--- config.mk ---
export PLATFORM = sky130hd
export DESIGN_NAME = ctx_sched
export DESIGN_NICKNAME = d
export VERILOG_FILES = /design/src/rtl/ctx_sched_pkg.sv /design/src/rtl/ctx_slot.sv /design/src/rtl/rr_pick.sv /design/src/rtl/ctx_sched.sv
export SDC_FILE = /design/constraint.sdc
export NUM_CORES = 1
export LEC_CHECK = 0
export BUFFER_PORTS_ARGS = -buffer_cell sky130_fd_sc_hd__buf_2
export CAP_MARGIN = 40
export CORE_MARGIN = 2
export CORE_UTILIZATION = 37
export CTS_CLUSTER_SIZE = 10
export DETAILED_ROUTE_END_ITERATION = 6
export GPL_TIMING_DRIVEN = 0
export MAX_ROUTING_LAYER = met4
export PLACE_DENSITY = 0.6
export SLEW_MARGIN = 20
export SYNTH_ARGS = -nofsm -noshare
export SYNTH_HDL_FRONTEND = slang
export SYNTH_SLANG_ARGS = --single-unit
--- constraint.sdc ---
create_clock -name clk -period 5.3 [get_ports clk]
set_clock_uncertainty 0.2 [all_clocks]
set_input_delay 0.265 -clock clk [delete_from_list [all_inputs] [get_ports clk]]
set_output_delay 0.265 -clock clk [all_outputs]
set_load 0.1 [all_outputs]
--- src/rtl/ctx_sched_pkg.sv ---
package ctx_sched_pkg;
   typedef enum logic [1:0] {
      CS_IDLE  = 2'd0,
      CS_READY = 2'd1,
      CS_STALL = 2'd2
   } ctx_st_e;
endpackage

--- src/rtl/ctx_slot.sv ---
module ctx_slot
   import ctx_sched_pkg::*;
#(
   parameter int TAGW = 4,
   parameter int ID   = 0
) (
   input  logic            clk,
   input  logic            rst,
   input  logic            start,
   input  logic            issued,
   input  logic            load,
   input  logic            rsp_valid,
   input  logic [TAGW-1:0] rsp_tag,
   output logic            ready,
   output logic            stalled
);
   localparam logic [TAGW-1:0] MY_TAG = TAGW'(ID);

   ctx_st_e st_q;
   logic    rsp_hit;

   assign rsp_hit = rsp_valid && (rsp_tag == MY_TAG);

   always_ff @(posedge clk) begin
      if (rst) begin
         st_q <= CS_IDLE;
      end else begin
         unique case (st_q)
            CS_IDLE:  if (start) st_q <= CS_READY;
            CS_READY: if (issued && load) st_q <= CS_STALL;
            CS_STALL: if (rsp_hit) st_q <= CS_READY;
            default:  st_q <= CS_IDLE;
         endcase
      end
   end

   assign ready   = (st_q == CS_READY);
   assign stalled = (st_q == CS_STALL);

   AST_PARK_ON_LOAD: assert property (@(posedge clk) disable iff (rst)
      issued && load |=> stalled);
   AST_NO_ISSUE_PARKED: assert property (@(posedge clk) disable iff (rst)
      stalled |-> !issued);
   AST_WAKE_ON_TAG: assert property (@(posedge clk) disable iff (rst)
      stalled && rsp_hit |=> ready);
   AST_STRAY_RSP: assert property (@(posedge clk) disable iff (rst)
      !stalled && !ready && !start |=> !ready && !stalled);
endmodule

--- src/rtl/rr_pick.sv ---
module rr_pick #(
   parameter int N    = 16,
   parameter int TAGW = 4
) (
   input  logic [N-1:0]    req,
   input  logic [TAGW-1:0] last,
   output logic            any,
   output logic [TAGW-1:0] sel
);
   localparam bit POW2 = ((1 << TAGW) == N);

   logic [TAGW-1:0] rot_sel;
   logic            rot_found;

   generate
      if (POW2) begin : g_wrap_trunc
         always_comb begin
            rot_sel   = '0;
            rot_found = 1'b0;
            for (int k = 1; k <= N; k++) begin
               logic [TAGW-1:0] idx;
               idx = last + TAGW'(k);
               if (!rot_found && req[idx]) begin
                  rot_sel   = idx;
                  rot_found = 1'b1;
               end
            end
         end
      end else begin : g_wrap_mod
         always_comb begin
            rot_sel   = '0;
            rot_found = 1'b0;
            for (int k = 1; k <= N; k++) begin
               int idx;
               idx = (int'(last) + k) % N;
               if (!rot_found && req[idx]) begin
                  rot_sel   = TAGW'(idx);
                  rot_found = 1'b1;
               end
            end
         end
      end
   endgenerate

   assign any = |req;
   assign sel = req[last] ? last : rot_sel;

   AST_PICK_IS_READY: assert final (!any || req[sel]);
endmodule

--- src/rtl/ctx_sched.sv ---
module ctx_sched
   import ctx_sched_pkg::*;
#(
   parameter int NCTX = 16,
   localparam int TAGW = (NCTX > 1) ? $clog2(NCTX) : 1
) (
   input  logic            clk,
   input  logic            rst,
   input  logic [NCTX-1:0] ctx_start,
   output logic [NCTX-1:0] ctx_ready,
   output logic [NCTX-1:0] ctx_stalled,
   output logic            iss_valid,
   output logic [TAGW-1:0] iss_ctx,
   input  logic            iss_load,
   output logic            mem_req_valid,
   output logic [TAGW-1:0] mem_req_tag,
   input  logic            rsp_valid,
   input  logic [TAGW-1:0] rsp_tag
);
   generate
      if (NCTX < 2) begin : g_bad_nctx
         $error("ctx_sched needs NCTX >= 2");
      end
   endgenerate

   logic [TAGW-1:0] last_q;
   logic            pick_any;
   logic [TAGW-1:0] pick_sel;

   rr_pick #(.N(NCTX), .TAGW(TAGW)) u_pick (
      .req  (ctx_ready),
      .last (last_q),
      .any  (pick_any),
      .sel  (pick_sel)
   );

   assign iss_valid     = pick_any;
   assign iss_ctx       = pick_any ? pick_sel : '0;
   assign mem_req_valid = pick_any && iss_load;
   assign mem_req_tag   = iss_ctx;

   always_ff @(posedge clk) begin
      if (rst)            last_q <= TAGW'(NCTX - 1);
      else if (iss_valid) last_q <= iss_ctx;
   end

   generate
      for (genvar i = 0; i < NCTX; i++) begin : g_slot
         logic issued_i;
         assign issued_i = iss_valid && (iss_ctx == TAGW'(i));
         ctx_slot #(.TAGW(TAGW), .ID(i)) u_slot (
            .clk       (clk),
            .rst       (rst),
            .start     (ctx_start[i]),
            .issued    (issued_i),
            .load      (iss_load),
            .rsp_valid (rsp_valid),
            .rsp_tag   (rsp_tag),
            .ready     (ctx_ready[i]),
            .stalled   (ctx_stalled[i])
         );
      end
   endgenerate

   AST_IDLE_SLOT: assert property (@(posedge clk) disable iff (rst)
      ctx_ready == '0 |-> !iss_valid && !mem_req_valid);
   AST_REQ_FROM_READY: assert property (@(posedge clk) disable iff (rst)
      mem_req_valid |-> ctx_ready[mem_req_tag]);
   AST_STICKY_ISSUE: assert property (@(posedge clk) disable iff (rst)
      iss_valid && !iss_load |=> iss_valid && iss_ctx == $past(iss_ctx));
   AST_AFTER_RESET: assert property (@(posedge clk)
      rst |=> ctx_ready == '0 && ctx_stalled == '0);
endmodule

==> results of run 1 <==
## synth_stat cells, types with 5 or more instances
cell type / count
mux2i_1: 47
buf_4: 37
dfxtp_1: 36
nand2_1: 35
nor2_1: 35
a21oi_1: 31
inv_1: 28
mux4_2: 26
nor3_1: 23
nand2b_1: 22
o21ai_0: 19
nor2b_1: 18
clkbuf_1: 16
nand3_1: 14
xnor2_1: 11
nand4_1: 8
buf_2: 7
ha_1: 7
a211o_1: 6
a22o_1: 6
nor4_1: 6
o31ai_1: 6
a22oi_1: 5
a31oi_1: 5
mux2_2: 5
mux4_1: 5
nand3b_1: 5
o211ai_1: 5
or3_1: 5
## cells by family (layout without fill, tap and decap cells)
kind of cell	count (synthesis)	count (layout)	share of synthesized area [%]
AO/OA/AOI/OAI	145	145	21.6
XOR/XNOR	14	14	2.50
adder cells (fa/ha/maj)	7	7	1.79
buffers and inverters	98	183	11.4
flip-flops	36	36	14.7
multiplexers	84	84	25.7
AND/OR/NAND/NOR	200	200	22.3
## layout by cell type, fill, tap and decap left out, types with 6 or more instances in the layout
cell type and n:
nand3_1 13, nor2b_1 18, o21ai_0 19, xnor2_1 9
buf_4 55, a21oi_1 31, nor3_1 23, nand2_1 34
nand2b_1 22, a211o_1 6, dfxtp_1 34, mux2i_1 43
mux4_2 26, nand4_1 8, inv_1 27, o31ai_1 6
a22o_1 6, nor2_1 35, buf_2 64, ha_1 6
clkbuf_1 13
## sequential cells by signal, summed over array words and instances (netlist names)
| signal | count |
|---|---|
| g_slot.u_slot.st_q | 32 |
| last_q | 4 |
## timing repair
action	4_1_cts	5_1_grt
buffers inserted	5	4
resized for setup	37	21
endpoints found under the setup margin	43	26
pin swaps	3	3
## final timing paths
check / end / slack, ns
worst max-delay path: mem_req_tag[1] / 0.09
worst min-delay path: g_slot[1].u_slot.st_q[0] / 0.11
worst max register to register: g_slot[0].u_slot.st_q[0] / 0.20
worst min register to register: g_slot[4].u_slot.st_q[0] / 0.32
## critical path: cells and delay by family, from the launching register on
| family | cells | cell delay (ns) |
|---|---|---|
| compound gates | 2 | 0.52 |
| mux | 2 | 0.88 |
| simple gates | 3 | 0.90 |
| buf+inv | 9 | 1.44 |
| flops | 1 | 0.41 |
| fa+ha+maj | 1 | 0.30 |
## stage by stage
| step | utilization, % | hold slack (ns) |
|---|---|---|
| finish | 45.1 | 0.113 |
| global route | 45.1 | 0.132 |
| CTS | 44.3 | 0.120 |
| detailed placement | 41.8 | 0.308 |
| global placement | 41.6 | 0.280 |
| floorplan | - | 0.249 |
## metal layers
layer	wire length, um	share of wire (%)
met2	8760	48
met5	0	0
met4	844	4.6
met1	7520	41
met3	1250	6.8
## final cells by class
cell class | count | area (sq um) | area share (%)
multi-input combinational | 450 | 3760 | 63.6
clock buffer | 8 | 146 | 2.48
timing repair buffer | 77 | 447 | 7.56
sequential | 36 | 728 | 12.3
buffer | 65 | 468 | 7.92
tap | 176 | 220 | 3.73
inverter | 33 | 139 | 2.35
==> metrics.csv, run 1 <==
metric,value,unit
status,finished clean,
fill_cells,1303,
syn-num-nets,615,
design_area,5910,sq um
cpPeakStageDelay,0.55,ns
clockBufferDepth,2,
crit_arrival,4.75,ns
start_util,37.4,%
die_area,14200,sq um
grt_pass1_wl,28500,um
drv_cap,0,
relSlewSlack,46.2,%
period_needed,5.21,ns
ys.flop_type,dfxtp_1,
ys_ff_latch,36,
routed_wirelength,18400,um
synth_cell_types,80,
grt_pass1_vias,5046,
synth_top_area_share,14.7,%
synth_top_cell_by_area,dfxtp_1,
critical_path_class,register to primary output,
cts.root.buffer_cell,clkbuf_16,
cts_hold_buffers,0,
ys_top_cells_by_area,"dfxtp_1 (15%), mux4_2 (12%), mux2i_1 (9.6%)",
startpoint,last_q[1],
worstMarginPinSlew,0.807,ns
area_delta_synth_final,20.6,%
clkTransAtPathRegs,0.06,ns
drt_iter0_markers,490,
clk_latency,0.28,ns
use_met3,3.02,%
dp_cells,828,
syn_inst,584,
dieHeight,119,um
synth_edf_count,0,
antenna_found_initial,0,
io_buffer_count,65,
hp-start,ctx_start[1],
r2r_cells,16,
ctsHtreeMaxLevel,2,
dieWidth,119,um
overflow,0,
vias_per_cell,6.13,
fmax,0.192,GHz
worstPathRequired,4.84,ns
cts_buffers,5,
cts_tree,built,
ys.warnings.count,0,
setup_viol_count_final,0,
use_met2,43.2,%
place_hpwl,14200,um
place_area,5470,sq um
hold_depth,3,
n_antenna_cell,0,
grt_start_max_net_pins,14,
ios,66,
top_usage_layer,met2,
hold_class,input port to register,
nets,699,
crit_path_end_kind,primary output,
cp_common_cell,buf_4,
synth_area,4900,sq um
period_share,98.3,%
reg2reg_from,last_q[1],
cp_cell_sequence,clkinv_4 > buf_4 > ha_1 > buf_2 > inv_2 > buf_8 > mux4_2 > mux2_2 > a211o_1 > or3_4 > nor3_4 > buf_4 > a221o_1 > and2_4 > buf_6 > buf_4 > buf_8,
gp_congestion,0.961,
drive_above_1_share,31.4,%
ant_nets,0,
drc,0,
slowest_stage,mux4_2,
syn_area_per_cell,8.39,sq um
place_ws,-1.29,ns
fin_tns_setup,0,ns
core,13100,sq um
yosysSeqAreaShare,14.7,%
synth_async_sr_flop_share,0,%
track_usage,26.3,%
hold_violations,0,
drv_slew,0,
final_cells,845,
detail_route.wl_per_cell,21.7,um
cts.sinks,36,
worst_slack,0.0893,ns
rsz0062_at_grt,yes,
met1_usage,32.9,%
vias,5182,
first_pass_iters,5,
setup.worst_path.start_class,register,
rows,42,
crit_fanout,13,
Power of run 1 is left out: the tool's default activity adds up to more than one toggle a clock period on the data nets, which glitch-free logic cannot reach.
==> run 2: changes to the inputs <==
--- a/config.mk
+++ b/config.mk
@@ -5,6 +5,7 @@
 export SDC_FILE = /design/constraint.sdc
 export NUM_CORES = 1
 export LEC_CHECK = 0
+export ABC_AREA = 1
 export BUFFER_PORTS_ARGS = -buffer_cell sky130_fd_sc_hd__buf_2
 export CAP_MARGIN = 40
 export CORE_MARGIN = 2
@@ -13,8 +14,7 @@
 export DETAILED_ROUTE_END_ITERATION = 6
 export GPL_TIMING_DRIVEN = 0
 export MAX_ROUTING_LAYER = met4
-export PLACE_DENSITY = 0.6
-export SLEW_MARGIN = 20
+export PLACE_DENSITY = 0.59
 export SYNTH_ARGS = -nofsm -noshare
 export SYNTH_HDL_FRONTEND = slang
 export SYNTH_SLANG_ARGS = --single-unit
==> constraint.sdc (replaced) <==
create_clock -name clk -period 5.6 [get_ports clk]
set_clock_uncertainty 0.2 [all_clocks]
set_input_delay 0.28 -clock clk [delete_from_list [all_inputs] [get_ports clk]]
set_output_delay 0.28 -clock clk [all_outputs]
set_load 0.1 [all_outputs]
==> run 2 against run 1 <==
- sequential share of layout area grew 2.9 points
- first-iteration DRC count shrank 21%
- hold slack lost 0.067 ns
- critical path depth grew 8
- setup slack gained 0.34 ns
- non-clock buffer count shrank 27
- die area shrank 15%
- highest routed layer unchanged
- largest cell class unchanged
- register-to-register slack gained 0.80 ns
==> metrics.csv, run 2 <==
metric,value,unit,change
drc,0,,unchanged
dieHeight,110,um,-7.7%
crit_path_end_kind,primary output,,
synth_async_sr_flop_share,0,%,unchanged
reg_top3,"g_slot.u_slot.st_q (32), last_q (4)",,
first_pass_iters,5,,unchanged
vias,4749,,-8.4%
synth_area,4150,sq um,-15%
dieWidth,110,um,-7.7%
synth_edf_count,0,,unchanged
hold_class,input port to register,,
syn-num-nets,724,,+18%
track_usage,25.5,%,-0.80 points
cts_hold_buffers,0,,unchanged
io_buffer_count,65,,unchanged
die_area,12100,sq um,-15%
worstMarginPinSlew,0.669,ns,-0.138 ns
detail_route.wl_per_cell,16.0,um,-27%
grt_pass1_vias,4409,,-13%
hold_violations,0,,unchanged
largest_register_ffs,32,,unchanged
routed_wirelength,14500,um,-21%
critical_path_class,register to primary output,,
period_share,92.4,%,
overflow,0,,unchanged
fmax,0.193,GHz,
grt_pass1_wl,22900,um,-20%
start_util,38.1,%,+0.66 points
crit_fanout,13,,unchanged
ctsHtreeMaxLevel,2,,unchanged
fill_cells,1200,,-7.9%
drv_slew,0,,unchanged
place_hpwl,11800,um,-17%
gp_congestion,0.973,,+1.3%
yosysSeqAreaShare,17.4,%,+2.7 points
post_cts_buffers,0,,-5
cts.sinks,36,,unchanged
core,10900,sq um,-17%
setup.worst_path.start_class,register,,
nets,795,,+14%
vias_per_cell,5.25,,-14%
clockBufferDepth,2,,unchanged
rows,38,,-9.5%
grt_start_max_net_pins,14,,unchanged
syn_area_per_cell,5.99,sq um,-29%
relSlewSlack,55.4,%,+9.2 points
synth_top_area_share,17.4,%,+2.7 points
antenna_found_initial,0,,unchanged
drive_above_1_share,23.3,%,-8.1 points
status,finished clean,,
ant_nets,0,,unchanged
most-common-layout-cells,"nand2_1 (162), nand3_1 (115), inv_1 (85), buf_2 (71), nor2_1 (64)",,
clkTransAtPathRegs,0.08,ns,+0.02 ns
synth_top_cell_by_area,dfxtp_1,,
cts_buffers,5,,unchanged
n_antenna_cell,0,,unchanged
ys_top_cells_by_count,"nand2_1 (162), nand3_1 (115), inv_1 (86)",,
mostFrequentLayoutCell,nand2_1,,
crit_arrival,4.69,ns,-0.06 ns
drt_iter0_markers,387,,-21%
ys_ff_latch,36,,unchanged
synth_cell_types,44,,-45%
syn_inst,693,,+19%
area_delta_synth_final,14.4,%,
ys.flop_type,dfxtp_1,,
rsz0062_at_grt,no,,
clk_latency,0.29,ns,about the same
setup_viol_count_final,0,,unchanged
yosys.cell_count.top_type,nand2_1,,
ys.warnings.count,0,,unchanged
worstPathRequired,5.12,ns,+0.28 ns
ios,66,,unchanged
cts.root.buffer_cell,clkbuf_8,,
ys_top_cells_by_area,"dfxtp_1 (17%), nand2_1 (15%), nand3_1 (14%)",,
fin_tns_setup,0,ns,unchanged
top_register,g_slot.u_slot.st_q,,
cts_tree,built,,
period_needed,5.17,ns,
drv_cap,0,,unchanged
-- run 2: routing by layer --
layer / GRT usage (%) / share of wire, % / wire, um / up-vias
met5: - / 0 / 0 / -
li1: - / - / - / 2378
met4: 4.79 / 1.0 / 146 / 0
met3: 2.67 / 5.4 / 782 / 14
met1: 34.7 / 47 / 6840 / 2218
met2: 41.2 / 46 / 6680 / 139
-- run 2: layout make-up --
class	instances	area, sq um	area share (%)
flip-flops and latches	36	721	15.2
clock inverters	1	7.51	0.158
repair buffers	65	325	6.86
multi-input cells	512	2720	57.4
plain buffers	50	347	7.31
clock buffers	7	86.3	1.82
well taps	140	175	3.69
inverters	94	359	7.57
-- run 2: kinds of logic after synthesis --
kind of cell	Yosys count	synth area share [%]
AND/OR/NAND/NOR	402	48.4
buffers and inverters	145	17.0
AO/OA/AOI/OAI	98	13.7
XOR/XNOR	5	1.42
adder cells (fa/ha/maj)	7	2.11
flip-flops	36	17.4
-- run 2: final timing paths --
kind | from | end | slack [ns] | depth (start not counted)
max | last_q[1] | mem_req_tag[3] | 0.43 | 25
min | rst | last_q[1] | 0.05 | 3
max reg2reg | last_q[1] | g_slot[10].u_slot.st_q[0] | 1.00 | 22
min reg2reg | g_slot[15].u_slot.st_q[0] | g_slot[15].u_slot.st_q[0] | 0.29 | 1
-- run 2: stage by stage --
stage               hold slack (ns)  utilization (%)  setup slack (ns)  cell area (sq um)  instances
global route                 0.0551             43.6            0.0667               4740        905
CTS                          0.0392             43.6             0.192               4740        906
global placement              0.274             42.7             0.523               4650        898
detailed placement            0.273             42.7             0.526               4650        898
floorplan                     0.183                -             0.897               4150        693
finish                       0.0455             43.6             0.426               4740        905
-- run 2: worst max-delay path, stage by stage (launching register included) --
cell and delay [ns]:
dfxtp_1 0.48, inv_1 0.17, buf_2 0.27, ha_1 0.26
xnor2_2 0.43, inv_2 0.19, nand3_1 0.15, nand3_1 0.08
nand2_1 0.19, nand3_4 0.12, nor2_4 0.16, nand4_4 0.13
nor2_8 0.18, nand4_4 0.15, inv_2 0.09, nand2_2 0.08
nor2_2 0.14, nand2_1 0.07, nand2_1 0.09, o21bai_2 0.07
nand2_2 0.08, nand2_4 0.08, buf_6 0.16, inv_1 0.07
buf_4 0.09, buf_2 0.41
-- run 2: timing repair --
action	CTS	global route
endpoints found under the setup margin	0	6
gates resized for setup	0	3
endpoints found under the hold margin	0	0
Power of run 2 is left out for the same reason.
